[src/rtl/dsc_pkg.sv]
package dsc_pkg;

    typedef enum logic [2:0] {
        KIND_IDLE   = 3'd0,
        KIND_ACCESS = 3'd1,
        KIND_CBR    = 3'd2,
        KIND_SELF   = 3'd3,
        KIND_DRAIN  = 3'd4
    } cyc_kind_e;

    typedef struct packed {
        logic ras_n;
        logic cas_n;
        logic we_n;
        logic oe_n;
    } pin_lvl_s;

    typedef struct packed {
        logic ras_fall;
        logic ras_rise;
        logic cas_fall;
        logic we_fall;
    } pin_edge_s;

    // width of a counter that must hold values 0..n
    function automatic int unsigned cnt_w(input int unsigned n);
        return (n < 2) ? 1 : $clog2(n + 1);
    endfunction

endpackage

[src/rtl/dsc_pin_sampler.sv]
module dsc_pin_sampler
    import dsc_pkg::*;
#(
    parameter int ADDR_BITS = 13
) (
    input  logic                 clk,
    input  logic                 rst,
    input  logic                 ras_n,
    input  logic                 cas_n,
    input  logic                 we_n,
    input  logic                 oe_n,
    input  logic [ADDR_BITS-1:0] addr,
    output pin_lvl_s             lvl,
    output pin_edge_s            edg,
    output logic [ADDR_BITS-1:0] addr_q
);

    logic prev_ras, prev_cas, prev_we;

    always_ff @(posedge clk) begin
        if (rst) begin
            lvl      <= '{ras_n: 1'b1, cas_n: 1'b1, we_n: 1'b1, oe_n: 1'b1};
            prev_ras <= 1'b1;
            prev_cas <= 1'b1;
            prev_we  <= 1'b1;
            addr_q   <= '0;
        end else begin
            lvl      <= '{ras_n: ras_n, cas_n: cas_n, we_n: we_n, oe_n: oe_n};
            prev_ras <= lvl.ras_n;
            prev_cas <= lvl.cas_n;
            prev_we  <= lvl.we_n;
            addr_q   <= addr;
        end
    end

    always_comb begin
        edg.ras_fall = prev_ras & ~lvl.ras_n;
        edg.ras_rise = ~prev_ras & lvl.ras_n;
        edg.cas_fall = prev_cas & ~lvl.cas_n;
        edg.we_fall  = prev_we & ~lvl.we_n;
    end

endmodule

[src/rtl/dsc_refresh_counter.sv]
module dsc_refresh_counter #(
    parameter int ROW_BITS     = 13,
    parameter int ROWS_PER_CBR = 2
) (
    input  logic                clk,
    input  logic                rst,
    input  logic                adv,
    output logic [ROW_BITS-1:0] cnt
);

    localparam logic [ROW_BITS-1:0] STEP = ROW_BITS'(ROWS_PER_CBR);

    // power-of-two row count: natural overflow lands exactly on zero
    always_ff @(posedge clk) begin
        if (rst)      cnt <= '0;
        else if (adv) cnt <= cnt + STEP;
    end

    AST_COUNT_STEP:  assert property (@(posedge clk) disable iff (rst)
        adv |=> (cnt == $past(cnt) + STEP));
    AST_COUNT_HOLDS: assert property (@(posedge clk) disable iff (rst)
        !adv |=> $stable(cnt));

endmodule

[src/rtl/dsc_cycle_fsm.sv]
module dsc_cycle_fsm
    import dsc_pkg::*;
#(
    parameter int ROW_BITS          = 13,
    parameter int COL_BITS          = 11,
    parameter int ADDR_BITS         = 13,
    parameter int SELF_ENTRY_CYCLES = 10000,
    parameter int SELF_TICK_CYCLES  = 1563,
    parameter int TICK_BUSY         = 8
) (
    input  logic                 clk,
    input  logic                 rst,
    input  pin_lvl_s             lvl,
    input  pin_edge_s            edg,
    input  logic [ADDR_BITS-1:0] addr_q,
    input  logic [ROW_BITS-1:0]  cnt,
    output logic                 adv,
    output logic                 row_stb,
    output logic [ROW_BITS-1:0]  row_addr,
    output logic                 col_stb,
    output logic [COL_BITS-1:0]  col_addr,
    output logic                 rd_stb,
    output logic                 wr_stb,
    output logic                 ref_stb,
    output logic [ROW_BITS-1:0]  ref_row,
    output cyc_kind_e            kind
);

    localparam int HOLD_W = cnt_w(SELF_ENTRY_CYCLES);
    localparam int TMR_W  = cnt_w(SELF_TICK_CYCLES);
    localparam int BUSY_W = cnt_w(TICK_BUSY);

    localparam logic [HOLD_W-1:0] HOLD_LAST = HOLD_W'(SELF_ENTRY_CYCLES - 1);
    localparam logic [TMR_W-1:0]  TMR_LAST  = TMR_W'(SELF_TICK_CYCLES - 1);
    localparam logic [BUSY_W-1:0] BUSY_LEN  = BUSY_W'(TICK_BUSY);

    logic [HOLD_W-1:0] hold;
    logic [TMR_W-1:0]  tmr;
    logic [BUSY_W-1:0] busy;
    logic              got_col;

    always_ff @(posedge clk) begin
        if (rst) begin
            kind     <= KIND_IDLE;
            adv      <= 1'b0;
            row_stb  <= 1'b0;
            col_stb  <= 1'b0;
            rd_stb   <= 1'b0;
            wr_stb   <= 1'b0;
            ref_stb  <= 1'b0;
            row_addr <= '0;
            col_addr <= '0;
            ref_row  <= '0;
            hold     <= '0;
            tmr      <= '0;
            busy     <= '0;
            got_col  <= 1'b0;
        end else begin
            adv     <= 1'b0;
            row_stb <= 1'b0;
            col_stb <= 1'b0;
            rd_stb  <= 1'b0;
            wr_stb  <= 1'b0;
            ref_stb <= 1'b0;
            if (busy != '0) busy <= busy - 1'b1;

            case (kind)
                KIND_IDLE: begin
                    if (edg.ras_fall) begin
                        if (!lvl.cas_n) begin
                            // column strobe first: counter-driven refresh
                            kind    <= KIND_CBR;
                            ref_stb <= 1'b1;
                            ref_row <= cnt;
                            adv     <= 1'b1;
                            hold    <= '0;
                        end else begin
                            kind     <= KIND_ACCESS;
                            row_stb  <= 1'b1;
                            row_addr <= addr_q[ROW_BITS-1:0];
                            got_col  <= 1'b0;
                        end
                    end
                end
                KIND_ACCESS: begin
                    if (edg.ras_rise) begin
                        kind <= KIND_IDLE;
                        if (!got_col) begin
                            ref_stb <= 1'b1;
                            ref_row <= row_addr;
                        end
                    end else if (edg.cas_fall) begin
                        col_stb  <= 1'b1;
                        col_addr <= addr_q[COL_BITS-1:0];
                        got_col  <= 1'b1;
                        if (!lvl.we_n) wr_stb <= 1'b1;
                        else           rd_stb <= 1'b1;
                    end else if (edg.we_fall && !lvl.cas_n && got_col) begin
                        wr_stb <= 1'b1;
                    end
                end
                KIND_CBR: begin
                    if (edg.ras_rise) begin
                        kind <= KIND_IDLE;
                    end else if (hold == HOLD_LAST) begin
                        kind <= KIND_SELF;
                        tmr  <= '0;
                    end else begin
                        hold <= hold + 1'b1;
                    end
                end
                KIND_SELF: begin
                    if (edg.ras_rise) begin
                        kind <= (busy != '0) ? KIND_DRAIN : KIND_IDLE;
                    end else if (tmr == TMR_LAST) begin
                        tmr     <= '0;
                        ref_stb <= 1'b1;
                        ref_row <= cnt;
                        adv     <= 1'b1;
                        busy    <= BUSY_LEN;
                    end else begin
                        tmr <= tmr + 1'b1;
                    end
                end
                KIND_DRAIN: begin
                    if (busy == '0) kind <= KIND_IDLE;
                end
                default: kind <= KIND_IDLE;
            endcase
        end
    end

    AST_ONE_LATCH_STROBE: assert property (@(posedge clk) disable iff (rst)
        $onehot0({row_stb, col_stb, ref_stb}));
    AST_RD_WR_EXCLUSIVE: assert property (@(posedge clk) disable iff (rst)
        !(rd_stb && wr_stb));
    AST_CBR_NO_ROW_LATCH: assert property (@(posedge clk) disable iff (rst)
        (kind == KIND_CBR) |-> !row_stb);
    AST_SELF_FROM_CBR: assert property (@(posedge clk) disable iff (rst)
        (kind == KIND_SELF && $past(kind) != KIND_SELF) |-> ($past(kind) == KIND_CBR));
    AST_DRAIN_FROM_SELF: assert property (@(posedge clk) disable iff (rst)
        (kind == KIND_DRAIN && $past(kind) != KIND_DRAIN) |-> ($past(kind) == KIND_SELF));

endmodule

[src/rtl/dsc_output_ctl.sv]
module dsc_output_ctl
    import dsc_pkg::*;
(
    input  logic     clk,
    input  logic     rst,
    input  pin_lvl_s lvl,
    input  logic     rd_stb,
    input  logic     wr_stb,
    output logic     dq_drive
);

    logic data_valid;

    // read data is held only while the column strobe stays low
    always_ff @(posedge clk) begin
        if (rst)                       data_valid <= 1'b0;
        else if (lvl.cas_n || wr_stb)  data_valid <= 1'b0;
        else if (rd_stb)               data_valid <= 1'b1;
    end

    assign dq_drive = data_valid & ~lvl.cas_n & ~lvl.oe_n;

    AST_DRIVE_NEEDS_OE: assert property (@(posedge clk) disable iff (rst)
        $rose(dq_drive) |-> !lvl.oe_n);

endmodule

[src/rtl/dram_strobe_ctrl.sv]
module dram_strobe_ctrl
    import dsc_pkg::*;
#(
    parameter int ROW_BITS          = 13,
    parameter int COL_BITS          = 11,
    parameter int ROWS_PER_CBR      = 2,
    parameter int SELF_ENTRY_CYCLES = 10000,
    parameter int SELF_TICK_CYCLES  = 1563,
    parameter int TICK_BUSY         = 8,
    localparam int ADDR_BITS        = (ROW_BITS > COL_BITS) ? ROW_BITS : COL_BITS
) (
    input  logic                 clk,
    input  logic                 rst,
    input  logic                 ras_n,
    input  logic                 cas_n,
    input  logic                 we_n,
    input  logic                 oe_n,
    input  logic [ADDR_BITS-1:0] addr,
    output logic                 row_stb,
    output logic [ROW_BITS-1:0]  row_addr,
    output logic                 col_stb,
    output logic [COL_BITS-1:0]  col_addr,
    output logic                 rd_stb,
    output logic                 wr_stb,
    output logic                 ref_stb,
    output logic [ROW_BITS-1:0]  ref_row,
    output logic                 dq_drive,
    output logic [2:0]           cyc_kind
);

    pin_lvl_s              lvl;
    pin_edge_s             edg;
    logic [ADDR_BITS-1:0]  addr_q;
    logic [ROW_BITS-1:0]   cnt;
    logic                  adv;
    cyc_kind_e             kind;

    dsc_pin_sampler #(.ADDR_BITS(ADDR_BITS)) u_sampler (
        .clk(clk), .rst(rst), .ras_n(ras_n), .cas_n(cas_n), .we_n(we_n),
        .oe_n(oe_n), .addr(addr), .lvl(lvl), .edg(edg), .addr_q(addr_q)
    );

    dsc_refresh_counter #(.ROW_BITS(ROW_BITS), .ROWS_PER_CBR(ROWS_PER_CBR)) u_counter (
        .clk(clk), .rst(rst), .adv(adv), .cnt(cnt)
    );

    dsc_cycle_fsm #(
        .ROW_BITS(ROW_BITS), .COL_BITS(COL_BITS), .ADDR_BITS(ADDR_BITS),
        .SELF_ENTRY_CYCLES(SELF_ENTRY_CYCLES), .SELF_TICK_CYCLES(SELF_TICK_CYCLES),
        .TICK_BUSY(TICK_BUSY)
    ) u_fsm (
        .clk(clk), .rst(rst), .lvl(lvl), .edg(edg), .addr_q(addr_q), .cnt(cnt),
        .adv(adv), .row_stb(row_stb), .row_addr(row_addr), .col_stb(col_stb),
        .col_addr(col_addr), .rd_stb(rd_stb), .wr_stb(wr_stb), .ref_stb(ref_stb),
        .ref_row(ref_row), .kind(kind)
    );

    dsc_output_ctl u_outctl (
        .clk(clk), .rst(rst), .lvl(lvl), .rd_stb(rd_stb), .wr_stb(wr_stb),
        .dq_drive(dq_drive)
    );

    assign cyc_kind = kind;

    AST_OPEN_CAS_HIGH: assert property (@(posedge clk) disable iff (rst)
        (cas_n && $past(cas_n)) |-> !dq_drive);
    AST_WRITE_OPENS: assert property (@(posedge clk) disable iff (rst)
        wr_stb |=> !dq_drive);

endmodule

[config.mk]
export PLATFORM = sky130hd
export DESIGN_NAME = dram_strobe_ctrl
export DESIGN_NICKNAME = d
export VERILOG_FILES = /design/src/rtl/dsc_pkg.sv /design/src/rtl/dsc_pin_sampler.sv /design/src/rtl/dsc_refresh_counter.sv /design/src/rtl/dsc_cycle_fsm.sv /design/src/rtl/dsc_output_ctl.sv /design/src/rtl/dram_strobe_ctrl.sv
export SDC_FILE = /design/constraint.sdc
export NUM_CORES = 1
export LEC_CHECK = 0
export BUFFER_PORTS_ARGS = -buffer_cell sky130_fd_sc_hd__buf_2
export CAP_MARGIN = 5
export CORE_MARGIN = 5
export CORE_UTILIZATION = 51
export CTS_CLUSTER_SIZE = 20
export DETAILED_ROUTE_END_ITERATION = 8
export PLACE_DENSITY = 0.75
export RECOVER_POWER = 25
export SETUP_SLACK_MARGIN = 0.4
export SKIP_LAST_GASP = 1
export SYNTH_ARGS = -nofsm -noshare
export SYNTH_HDL_FRONTEND = slang
export SYNTH_SLANG_ARGS = --single-unit
[constraint.sdc]
create_clock -name clk -period 1.9 [get_ports clk]
set_input_delay 0.19 -clock clk [delete_from_list [all_inputs] [get_ports clk]]
set_output_delay 0.19 -clock clk [all_outputs]
set_load 0.005 [all_outputs]
==> impl_metrics.yaml, run 1 <==
synth:
  ys_types: 56
  yosysWarnings: 0
  synth-async-reset-ratio: 0
  synth_nets: 516
  synth_area_sq_mm: 0.00464
  syn-instance-count: 492
  synth_edf_count: 0
  synth_seq_area_share: 0.471
  synth_ff_type: "dfxtp_1"
  syn_area_per_cell_sq_um: 9.42
  synth_seq_cells: 109
global_routing:
  antenna_found_initial: 0
  grt_overflow: 0
  grt_max_degree: 48
  grt_pass1_wl_um: 19100
  first_global_vias: 3950
  grt_usage: 0.204
final_layout:
  final_nets: 630
  final_common_cell: "dfxtp_1"
  synthToLayoutAreaGrowth_pct: 36.6
  final_cell_mix: "90 x dfxtp_1, 51 x buf_2, 44 x nor2_1, 36 x buf_4, 27 x nand2_1"
  drive_gt1_frac: 0.432
  n_antenna_cell: 0
run_status:
  run_status: "finished, violations left"
  violations: "negative hold slack, negative setup slack"
power_and_ir_drop:
  p_leak_uw: 0.00246
  vdd_drop_max_v: 0.000480
  total_power_uw: 4730
  powerDensity_mw_per_mm2: 747
floorplanning:
  ios: 65
  rows: 34
  floorplan.initialDensity: 0.527
  die_w_um: 105
  core_sq_mm: 0.00881
  fp.dieH_um: 105
  die_area_sq_mm: 0.0111
place:
  gp_congestion: 0.905
  port_buffers: 64
  hpwl_um: 7070
route:
  via_per_inst: 5.79
  drc: 0
  first_pass_iters: 7
  wl_um: 12700
  drt_iter0_markers: 220
  wl_per_cell_um: 17.6
  dr_total_vias: 4160
  ant_nets: 0
worst_hold_path:
  hp-class: "primary input to register"
  whs_path_depth: 2
timing:
  tns_ns: -0.0247
  slew_violations: 0
  finalCriticalPeriod_ns: 1.91
  fmax_mhz: 524
  relSlewSlack: 0.269
  setup_viol: 3
  timing.final.crit_share: 1.01
  fin_ws_ns: -0.00967
  hold_violations: 1
  rsz0062_at_grt: "yes"
  clock_skew_ns: 0.0171
  tightestPinTransition_ns: 1.10
  worst_hold_slack_ns: -0.000774
clock_tree:
  htree_levels: 3
  clockRootBuffer: "clkbuf_8"
  cts_buffer_depth: 2
  cts_inserted_buffers: 9
  clock_latency_ns: 0.39
  cts_sinks: 109
  cts_tree: "built"
  clkTransAtPathRegs_ns: 0.12
setup_path:
  cp.arrival_ns: 2.20
  path_max_fanout: 24
  crit_required_ns: 2.19
  rr_worst_depth: 6
  critPathKind: "register to register"
  path_cells: "nor2_1 > nand3b_1 > a221oi_4 > buf_12 > a21oi_4 > a311oi_2"
  startpoint_type: "register"
  slowest_stage: "a221oi_4"
  worst_path_largest_cell_delay_ns: 0.43
  end_kind: "register"
run:
  cap_violations: 0
cell type report:
cell class	instances	area, sq um
clock inverter	7	103
tap	108	135
sequential	109	2230
clock buffer	9	124
multi-input combinational	350	2770
fill	588	2470
inverter	7	33.8
timing repair buffer	129	938
synth_stat cells, types with 2 or more instances:
| master | n | area share |
|---|---|---|
| a21oi_2 | 8 | 0.015 |
| xor2_1 | 8 | 0.015 |
| nand2_1 | 37 | 0.030 |
| nor2b_1 | 14 | 0.019 |
| ha_1 | 5 | 0.013 |
| or3_1 | 4 | 0.0054 |
| xnor2_1 | 19 | 0.036 |
| a21oi_1 | 33 | 0.036 |
| buf_1 | 5 | 0.0040 |
| and4_1 | 4 | 0.0076 |
| nor4_1 | 6 | 0.0081 |
| nand3b_1 | 3 | 0.0049 |
| and3_1 | 8 | 0.011 |
| a311oi_2 | 8 | 0.026 |
| o21ai_0 | 7 | 0.0076 |
| dfxtp_1 | 109 | 0.47 |
| buf_4 | 3 | 0.0049 |
| nand4_1 | 10 | 0.013 |
| and2_1 | 2 | 0.0027 |
| or2_2 | 9 | 0.012 |
| buf_2 | 14 | 0.015 |
| a32oi_1 | 2 | 0.0038 |
| a311oi_1 | 4 | 0.0076 |
| mux2i_1 | 25 | 0.054 |
| nor3_1 | 10 | 0.011 |
| clkbuf_1 | 7 | 0.0057 |
| nor3b_1 | 5 | 0.0081 |
| nor4b_2 | 2 | 0.0065 |
| nand2b_1 | 2 | 0.0027 |
| inv_1 | 7 | 0.0057 |
| nand3_1 | 26 | 0.028 |
| nor2_1 | 59 | 0.048 |
| a31o_1 | 2 | 0.0038 |
| o21ai_1 | 3 | 0.0032 |
per-layer routing:
layer / share of wire / track usage
met4: 0.025 / 0.0628
met3: 0.057 / 0.0501
met1: 0.43 / 0.269
met5: 0 / 0
met2: 0.49 / 0.329
metrics by stage:
| stage | worst slack [ns] | instances | utilization | area, sq um |
|---|---|---|---|---|
| 2_1_floorplan | 0.183 | 492 | - | 4770 |
| 3_3_place_gp | 0.117 | 656 | 0.592 | 5210 |
| 3_5_place_dp | 0.0618 | 656 | 0.592 | 5210 |
| 4_1_cts | 0.143 | 702 | 0.677 | 5960 |
| 5_1_grt | -0.109 | 719 | 0.719 | 6330 |
| 6_report | -0.00967 | 719 | 0.719 | 6330 |
cells by family (layout without fill, tap and decap cells):
kind of cell	count (synthesis)	after routing	synth area share
compound gates	79	82	0.131
xor+xnor	27	27	0.0510
fa+ha+maj	5	5	0.0135
buf+inv	38	152	0.0421
flops	109	109	0.471
mux	25	25	0.0540
simple gates	209	211	0.238
sequential cells by signal (all words and copies together), names as in the netlist:
signal / flops
u_fsm.row_stb: 1
u_fsm.col_addr: 11
u_fsm.row_addr: 13
u_fsm.adv: 1
u_fsm.tmr: 11
u_outctl.data_valid: 1
u_fsm.ref_row: 13
u_counter.cnt: 12
u_fsm.ref_stb: 1
u_sampler.prev_ras: 1
u_fsm.kind: 3
u_fsm.hold: 14
u_sampler.prev_we: 1
u_fsm.col_stb: 1
u_sampler.addr_q: 13
u_fsm.got_col: 1
u_fsm.rd_stb: 1
u_sampler.prev_cas: 1
u_fsm.wr_stb: 1
u_fsm.busy: 4
u_sampler.lvl: 4
where the power goes:
part | switching (uW) | leakage [uW] | internal (uW)
sequential | 75.0 | 0.000896 | 2370
combinational | 386 | 0.00145 | 346
clock | 897 | 0.000114 | 660
worst max-delay path, delay by kind of cell, from the launching register on:
kind | cells | cell delay [ns]
compound gates | 3 | 0.73
buf+inv | 1 | 0.26
flops | 1 | 0.39
simple gates | 2 | 0.43
final timing paths:
kind	start	end	slack, ns
min	addr[7]	u_sampler.addr_q[7]	-0.0008
min reg2reg	u_fsm.wr_stb	u_outctl.data_valid	0.45
max	u_fsm.kind[0]	u_fsm.ref_row[9]	-0.01
max reg2reg	u_fsm.kind[0]	u_fsm.ref_row[9]	-0.01
timing repair:
item	in CTS	in global routing
hold endpoints to repair	3	1
resized for setup	80	60
setup endpoints to repair	73	79
hold buffers	3	1
gates cloned	6	3
pin swaps	55	29
setup buffers	21	13
No activity file was read; power rests on OpenSTA's default activity.
==> inputs of run 2 (changes only) <==
CORE_UTILIZATION = 61   (was 51)
PLACE_DENSITY = 0.84   (was 0.75)
SYNTH_HIERARCHICAL = 1   (was unset)
clock period = 2.2 ns   (was 1.9 ns; I/O delays follow)
==> impl_metrics.yaml, run 2 <==
synth:
  synth.top_cell.area_share: 0.480
  yosys-top-cells-area: "dfxtp_1 48%, nand2_1 6.2%, a21oi_1 5.2%"
  synth_area_leader_cell: "dfxtp_1"
  synth_seq_cells: 109
  synth_seq_area_share: 0.480
  yosysMostFrequentCell: "dfxtp_1"
  synth-async-reset-ratio: 0
  synth_common_cells: "109 x dfxtp_1, 75 x nand2_1, 47 x a21oi_1, 46 x nor2_1, 20 x nor2b_1"
  syn_area_per_cell_sq_um: 8.82
  synth_ff_type: "dfxtp_1"
  synth_nets: 540
  synth_area_sq_mm: 0.00455
  syn-instance-count: 516
  synth_edf_count: 0
  ys_types: 60
  yosysWarnings: 6
floorplanning:
  die_w_um: 96.4
  fp.dieH_um: 96.4
  die_area_sq_mm: 0.00929
  ios: 65
  floorplan.initialDensity: 0.627
  core_sq_mm: 0.00725
  rows: 31
place:
  place_worst_setup_slack_ns: 0.0878
  port_buffers: 64
  gp_congestion: 0.832
  dp_cells: 663
  hpwl_um: 7090
route:
  ant_nets: 0
  wl_per_cell_um: 18.6
  drc: 0
  dr_total_vias: 4356
  first_pass_iters: 5
  drt_iter0_markers: 362
  wl_um: 13200
  via_per_inst: 6.17
final_layout:
  nFillCells: 415
  final_cell_mix: "97 x dfxtp_1, 74 x nand2_1, 51 x buf_2, 42 x a21oi_1, 40 x nor2_1"
  synthToLayoutAreaGrowth_pct: 28.8
  final_nets: 626
  n_antenna_cell: 0
  largest_reg_flops: 14
  top_register: "u_fsm/hold"
  final_common_cell: "dfxtp_1"
  final_cells: 706
  drive_gt1_frac: 0.297
  utilization: 0.808
power_and_ir_drop:
  vdd_drop_max_v: 0.000700
  powerDensity_mw_per_mm2: 650
  switching_share: 0.283
  p_switching_uw: 1080
  pwr-share-seq: 0.555
  p_int_uw: 2730
  clkPwrFrac: 0.299
  p_leak_uw: 0.00216
  combPwrFrac: 0.146
timing:
  relSlewSlack: 0.185
  slew_violations: 0
  finalCriticalPeriod_ns: 2.35
  timing.final.crit_share: 1.07
  setup_viol: 9
  clock_skew_ns: 0.00840
  rsz0062_at_grt: "yes"
  hold_violations: 0
  fmax_mhz: 425
  tightestPinTransition_ns: 1.22
  fin_ws_ns: -0.155
  tns_ns: -0.413
clock_tree:
  cts_tree: "built"
  clock_latency_ns: 0.36
  clockRootBuffer: "clkbuf_8"
  cts_buffer_depth: 2
  cts_hold_buf: 0
  htree_levels: 3
  cts_inserted_buffers: 9
  cts_sinks: 109
  clkTransAtPathRegs_ns: 0.11
global_routing:
  busiest_layer: "met2"
  grt_overflow: 0
  grt_max_degree: 50
  globalRouteMet1Util: 0.349
  grt_usage: 0.260
  first_global_vias: 4066
  antenna_found_initial: 0
  grt_pass1_wl_um: 19100
  use_met2: 0.417
  use_met3: 0.0383
setup_path:
  rrSetupSlack_ns: -0.15
  rr_worst_depth: 7
  startpoint_type: "register"
  endpoint: "u_fsm/adv"
  end_kind: "register"
  cp-startpoint: "u_fsm/tmr[0]"
  cp.arrival_ns: 2.60
  r2r_end: "u_fsm/adv"
  crit_required_ns: 2.44
  critPathKind: "register to register"
  reg2reg_from: "u_fsm/tmr[0]"
  path_max_fanout: 3
run_status:
  run_status: "finished, violations left"
  violations: "negative setup slack"
worst_hold_path:
  hp-class: "primary input to register"
  min_from: "ras_n"
run:
  cap_violations: 0
-- run 2: cell types whose count changed in the layout (fill, tap and decap cells not counted), sizes merged, moves of 11 or more --
cell / before / now
xnor2: 19 / 8
a311oi: 12 / 0
nand3: 26 / 13
buf: 110 / 88
nand2: 38 / 75
a211oi: 1 / 14
nor2: 60 / 46
-- run 2: cells by family (layout without fill, tap and decap cells) --
logic type / after synthesis / count (layout) / share of synthesized area
other cells: 1 / 1 / 0.000824
flops: 109 / 109 / 0.480
buf+inv: 41 / 132 / 0.0399
fa+ha+maj: 5 / 5 / 0.0138
xor+xnor: 13 / 13 / 0.0250
compound gates: 100 / 100 / 0.138
mux: 16 / 16 / 0.0355
simple gates: 231 / 231 / 0.268
-- run 2: critical path, stage by stage (launching register included) --
cell and delay [ns]:
dfxtp_4 0.37, inv_4 0.07, ha_4 0.12, nand4bb_1 0.13, buf_4 0.17, nor4_1 0.64, nand2_1 0.29, a2111oi_1 0.46
-- run 2: repair_timing --
item                                    4_1_cts  5_1_grt
pin swaps                                    10       20
cloned                                        3        1
endpoints found under the hold margin         0        0
endpoints found under the setup margin       51       60
buffers inserted                             15        8
gates resized for setup                      34       56
-- run 2: worst min path at each step --
stage	end	slack, ns	cells after the start
2_1_floorplan	u_counter/cnt[11]	0.29	1
3_3_place_gp	u_sampler/lvl[2]	0.40	2
3_5_place_dp	u_sampler/lvl[3]	0.40	2
4_1_cts	u_sampler/lvl[1]	0.02	2
5_1_grt	u_sampler/lvl[1]	0.03	2
6_report	u_sampler/lvl[3]	0.04	2
-- run 2: power by group through the flow --
stage	clock network (uW)	logic, uW	registers [uW]
5_1_grt	1230	594	2120
3_3_place_gp	0	377	2150
3_5_place_dp	0	396	2150
6_report	1140	556	2110
4_1_cts	1150	478	2110
2_1_floorplan	0	292	2140
-- run 2: layer usage --
layer / up-vias / part of all wire / routed length [um]
li1: 1992 / - / -
met1: 2048 / 0.41 / 5350
met2: 244 / 0.48 / 6310
met3: 72 / 0.066 / 865
met4: 0 / 0.049 / 639
met5: - / 0 / 0
-- run 2: layout make-up --
cell class | count | area, sq um | share of cell area
Multi-Input combinational cell | 366 | 2530 | 0.433
Clock buffer | 10 | 128 | 0.0218
Clock inverter | 6 | 53.8 | 0.00918
Timing Repair Buffer | 103 | 764 | 0.130
Tap cell | 99 | 124 | 0.0211
Inverter | 13 | 51.3 | 0.00875
Sequential cell | 109 | 2200 | 0.376
-- run 2: per-stage QoR --
step	hold slack, ns	power, uW	area, sq um
after floorplan	0.289	2430	4620
after global placement	0.397	2520	5020
after detailed placement	0.405	2550	5020
after CTS	0.0217	3730	5560
after global routing	0.0258	3950	5860
final	0.0372	3810	5860
==> inputs of run 3 (changes only) <==
REMOVE_ABC_BUFFERS = 1   (was unset)
==> impl_metrics.yaml, run 3 (synthesis results as in run 2) <==
final_layout:
  top_register: "u_fsm/hold"
  n_antenna_cell: 0
  final_nets: 634
  final_cells: 714
  utilization: 0.790
  final_cell_mix: "101 x dfxtp_1, 74 x nand2_1, 54 x buf_2, 43 x a21oi_1"
  final_common_cell: "dfxtp_1"
  synthToLayoutAreaGrowth_pct: 26.0
  largest_reg_flops: 14
  drive_gt1_frac: 0.288
timing:
  slew_violations: 0
  hold_violations: 0
  finalCriticalPeriod_ns: 2.18
  fmax_mhz: 459
  relSlewSlack: 0.209
  rsz0062_at_grt: "yes"
  fin_ws_ns: 0.0229
  setup_viol: 0
  timing.final.crit_share: 0.990
  tightestPinTransition_ns: 1.19
  clock_skew_ns: 0.0160
floorplanning:
  die_area_sq_mm: 0.00929
  ios: 65
  fp.dieH_um: 96.4
  floorplan.initialDensity: 0.627
  rows: 31
  die_w_um: 96.4
  core_sq_mm: 0.00725
power_and_ir_drop:
  total_power_uw: 3820
  clkPwrFrac: 0.308
  p_switching_uw: 1060
  vdd_drop_max_v: 0.000515
  p_int_uw: 2760
  p_leak_uw: 0.00215
  switching_share: 0.277
  combPwrFrac: 0.137
  powerDensity_mw_per_mm2: 666
  pwr-share-seq: 0.555
route:
  drc: 0
  drt_iter0_markers: 366
  wl_um: 12300
  via_per_inst: 5.99
  wl_per_cell_um: 17.2
  dr_total_vias: 4278
  ant_nets: 0
  first_pass_iters: 5
global_routing:
  antenna_found_initial: 0
  first_global_vias: 3933
  grt_max_degree: 30
  grt_usage: 0.255
  grt_overflow: 0
  grt_pass1_wl_um: 18500
setup_path:
  cp.arrival_ns: 2.38
  critPathKind: "register to register"
  startpoint_type: "register"
  crit_required_ns: 2.40
  end_kind: "register"
  path_max_fanout: 11
  rrSetupSlack_ns: 0.02
  reg2reg_from: "u_fsm/hold[7]"
  rr_worst_depth: 6
  r2r_end: "u_fsm/tmr[7]"
place:
  place_worst_setup_slack_ns: 0.0443
  hpwl_um: 7430
  gp_congestion: 0.831
  dp_cells: 676
  port_buffers: 64
clock_tree:
  clockRootBuffer: "clkbuf_8"
  htree_levels: 3
  cts_sinks: 109
  cts_buffer_depth: 2
  cts_tree: "built"
  clkTransAtPathRegs_ns: 0.11
  cts_hold_buf: 0
  clock_latency_ns: 0.37
  cts_inserted_buffers: 9
worst_hold_path:
  whs_endpoint: "u_sampler/lvl[1]"
  hp-class: "primary input to register"
  whs_path_depth: 2
  min_from: "we_n"
run_status:
  run_status: "completed"
run:
  cap_violations: 0
==> run 3: changes by cell type in the layout (fill, tap and decap cells not counted), moves of 3 or more <==
cell      previous run  this run
buf_4               23        34
nor2_4               3        10
nor2_1              40        34
dfxtp_1             97       101
buf_16               3         0
buf_2               51        54
clkbuf_1            15        12
dfxtp_4              3         0
nor2b_4              3         0
==> run 3: how the worst max path moves through the flow <==
stage | startpoint | endpoint | slack (ns) | depth (start not counted)
after floorplan | u_fsm/tmr[1] | u_fsm/ref_stb | -0.13 | 5
after global placement | u_fsm/hold[7] | u_fsm/tmr[7] | 0.08 | 6
after detailed placement | u_fsm/hold[7] | u_fsm/tmr[7] | 0.04 | 6
after CTS | u_fsm/hold[7] | u_fsm/hold[1] | 0.07 | 6
after global routing | u_fsm/hold[7] | u_fsm/tmr[7] | -0.05 | 6
final | u_fsm/hold[7] | u_fsm/tmr[7] | 0.02 | 6
==> run 3: through the flow <==
| step | hold slack (ns) | cell area, sq um | TNS [ns] |
|---|---|---|---|
| after floorplan | 0.289 | 4420 | -2.65 |
| after global placement | 0.397 | 5060 | 0 |
| after detailed placement | 0.407 | 5060 | 0 |
| after CTS | 0.0114 | 5510 | 0 |
| after global routing | 0.00932 | 5730 | -0.110 |
| final | 0.0195 | 5730 | 0 |
==> run 3: cell type report <==
| class | count | area (sq um) |
|---|---|---|
| Multi-Input combinational cell | 367 | 2460 |
| Inverter | 13 | 48.8 |
| Tap cell | 99 | 124 |
| Clock inverter | 5 | 46.3 |
| Fill cell | 470 | 1520 |
| Timing Repair Buffer | 110 | 719 |
| Clock buffer | 11 | 141 |
| Sequential cell | 109 | 2190 |
==> run 3: metal layers <==
layer | share of wire | global-route usage | up-vias
li1 | - | - | 2006
met1 | 0.41 | 0.330 | 2062
met2 | 0.50 | 0.419 | 187
met3 | 0.064 | 0.0547 | 23
met4 | 0.017 | 0.0888 | 0
met5 | 0 | 0 | -
==> run 3: power groups by stage <==
stage	combinational, uW	clock, uW	sequential, uW
global route	567	1280	2130
floorplan	246	0	2140
CTS	454	1180	2110
finish	523	1180	2120
global placement	376	0	2150
detailed placement	399	0	2150
==> run 3: worst max-delay path: stages, from the launching register on <==
cell and delay, ns:
dfxtp_2 0.33, or4b_4 0.54, or4_4 0.55, a21o_1 0.21
buf_12 0.15, nor3b_2 0.17, nor3_1 0.07
==> run 3: timing repair <==
| item | 4_1_cts | 5_1_grt |
|---|---|---|
| resized for setup | 38 | 47 |
| hold endpoints to repair | 0 | 0 |
| setup buffers | 16 | 3 |
| gates cloned | 2 | 1 |
| pin swaps | 20 | 13 |
| setup endpoints to repair | 51 | 59 |
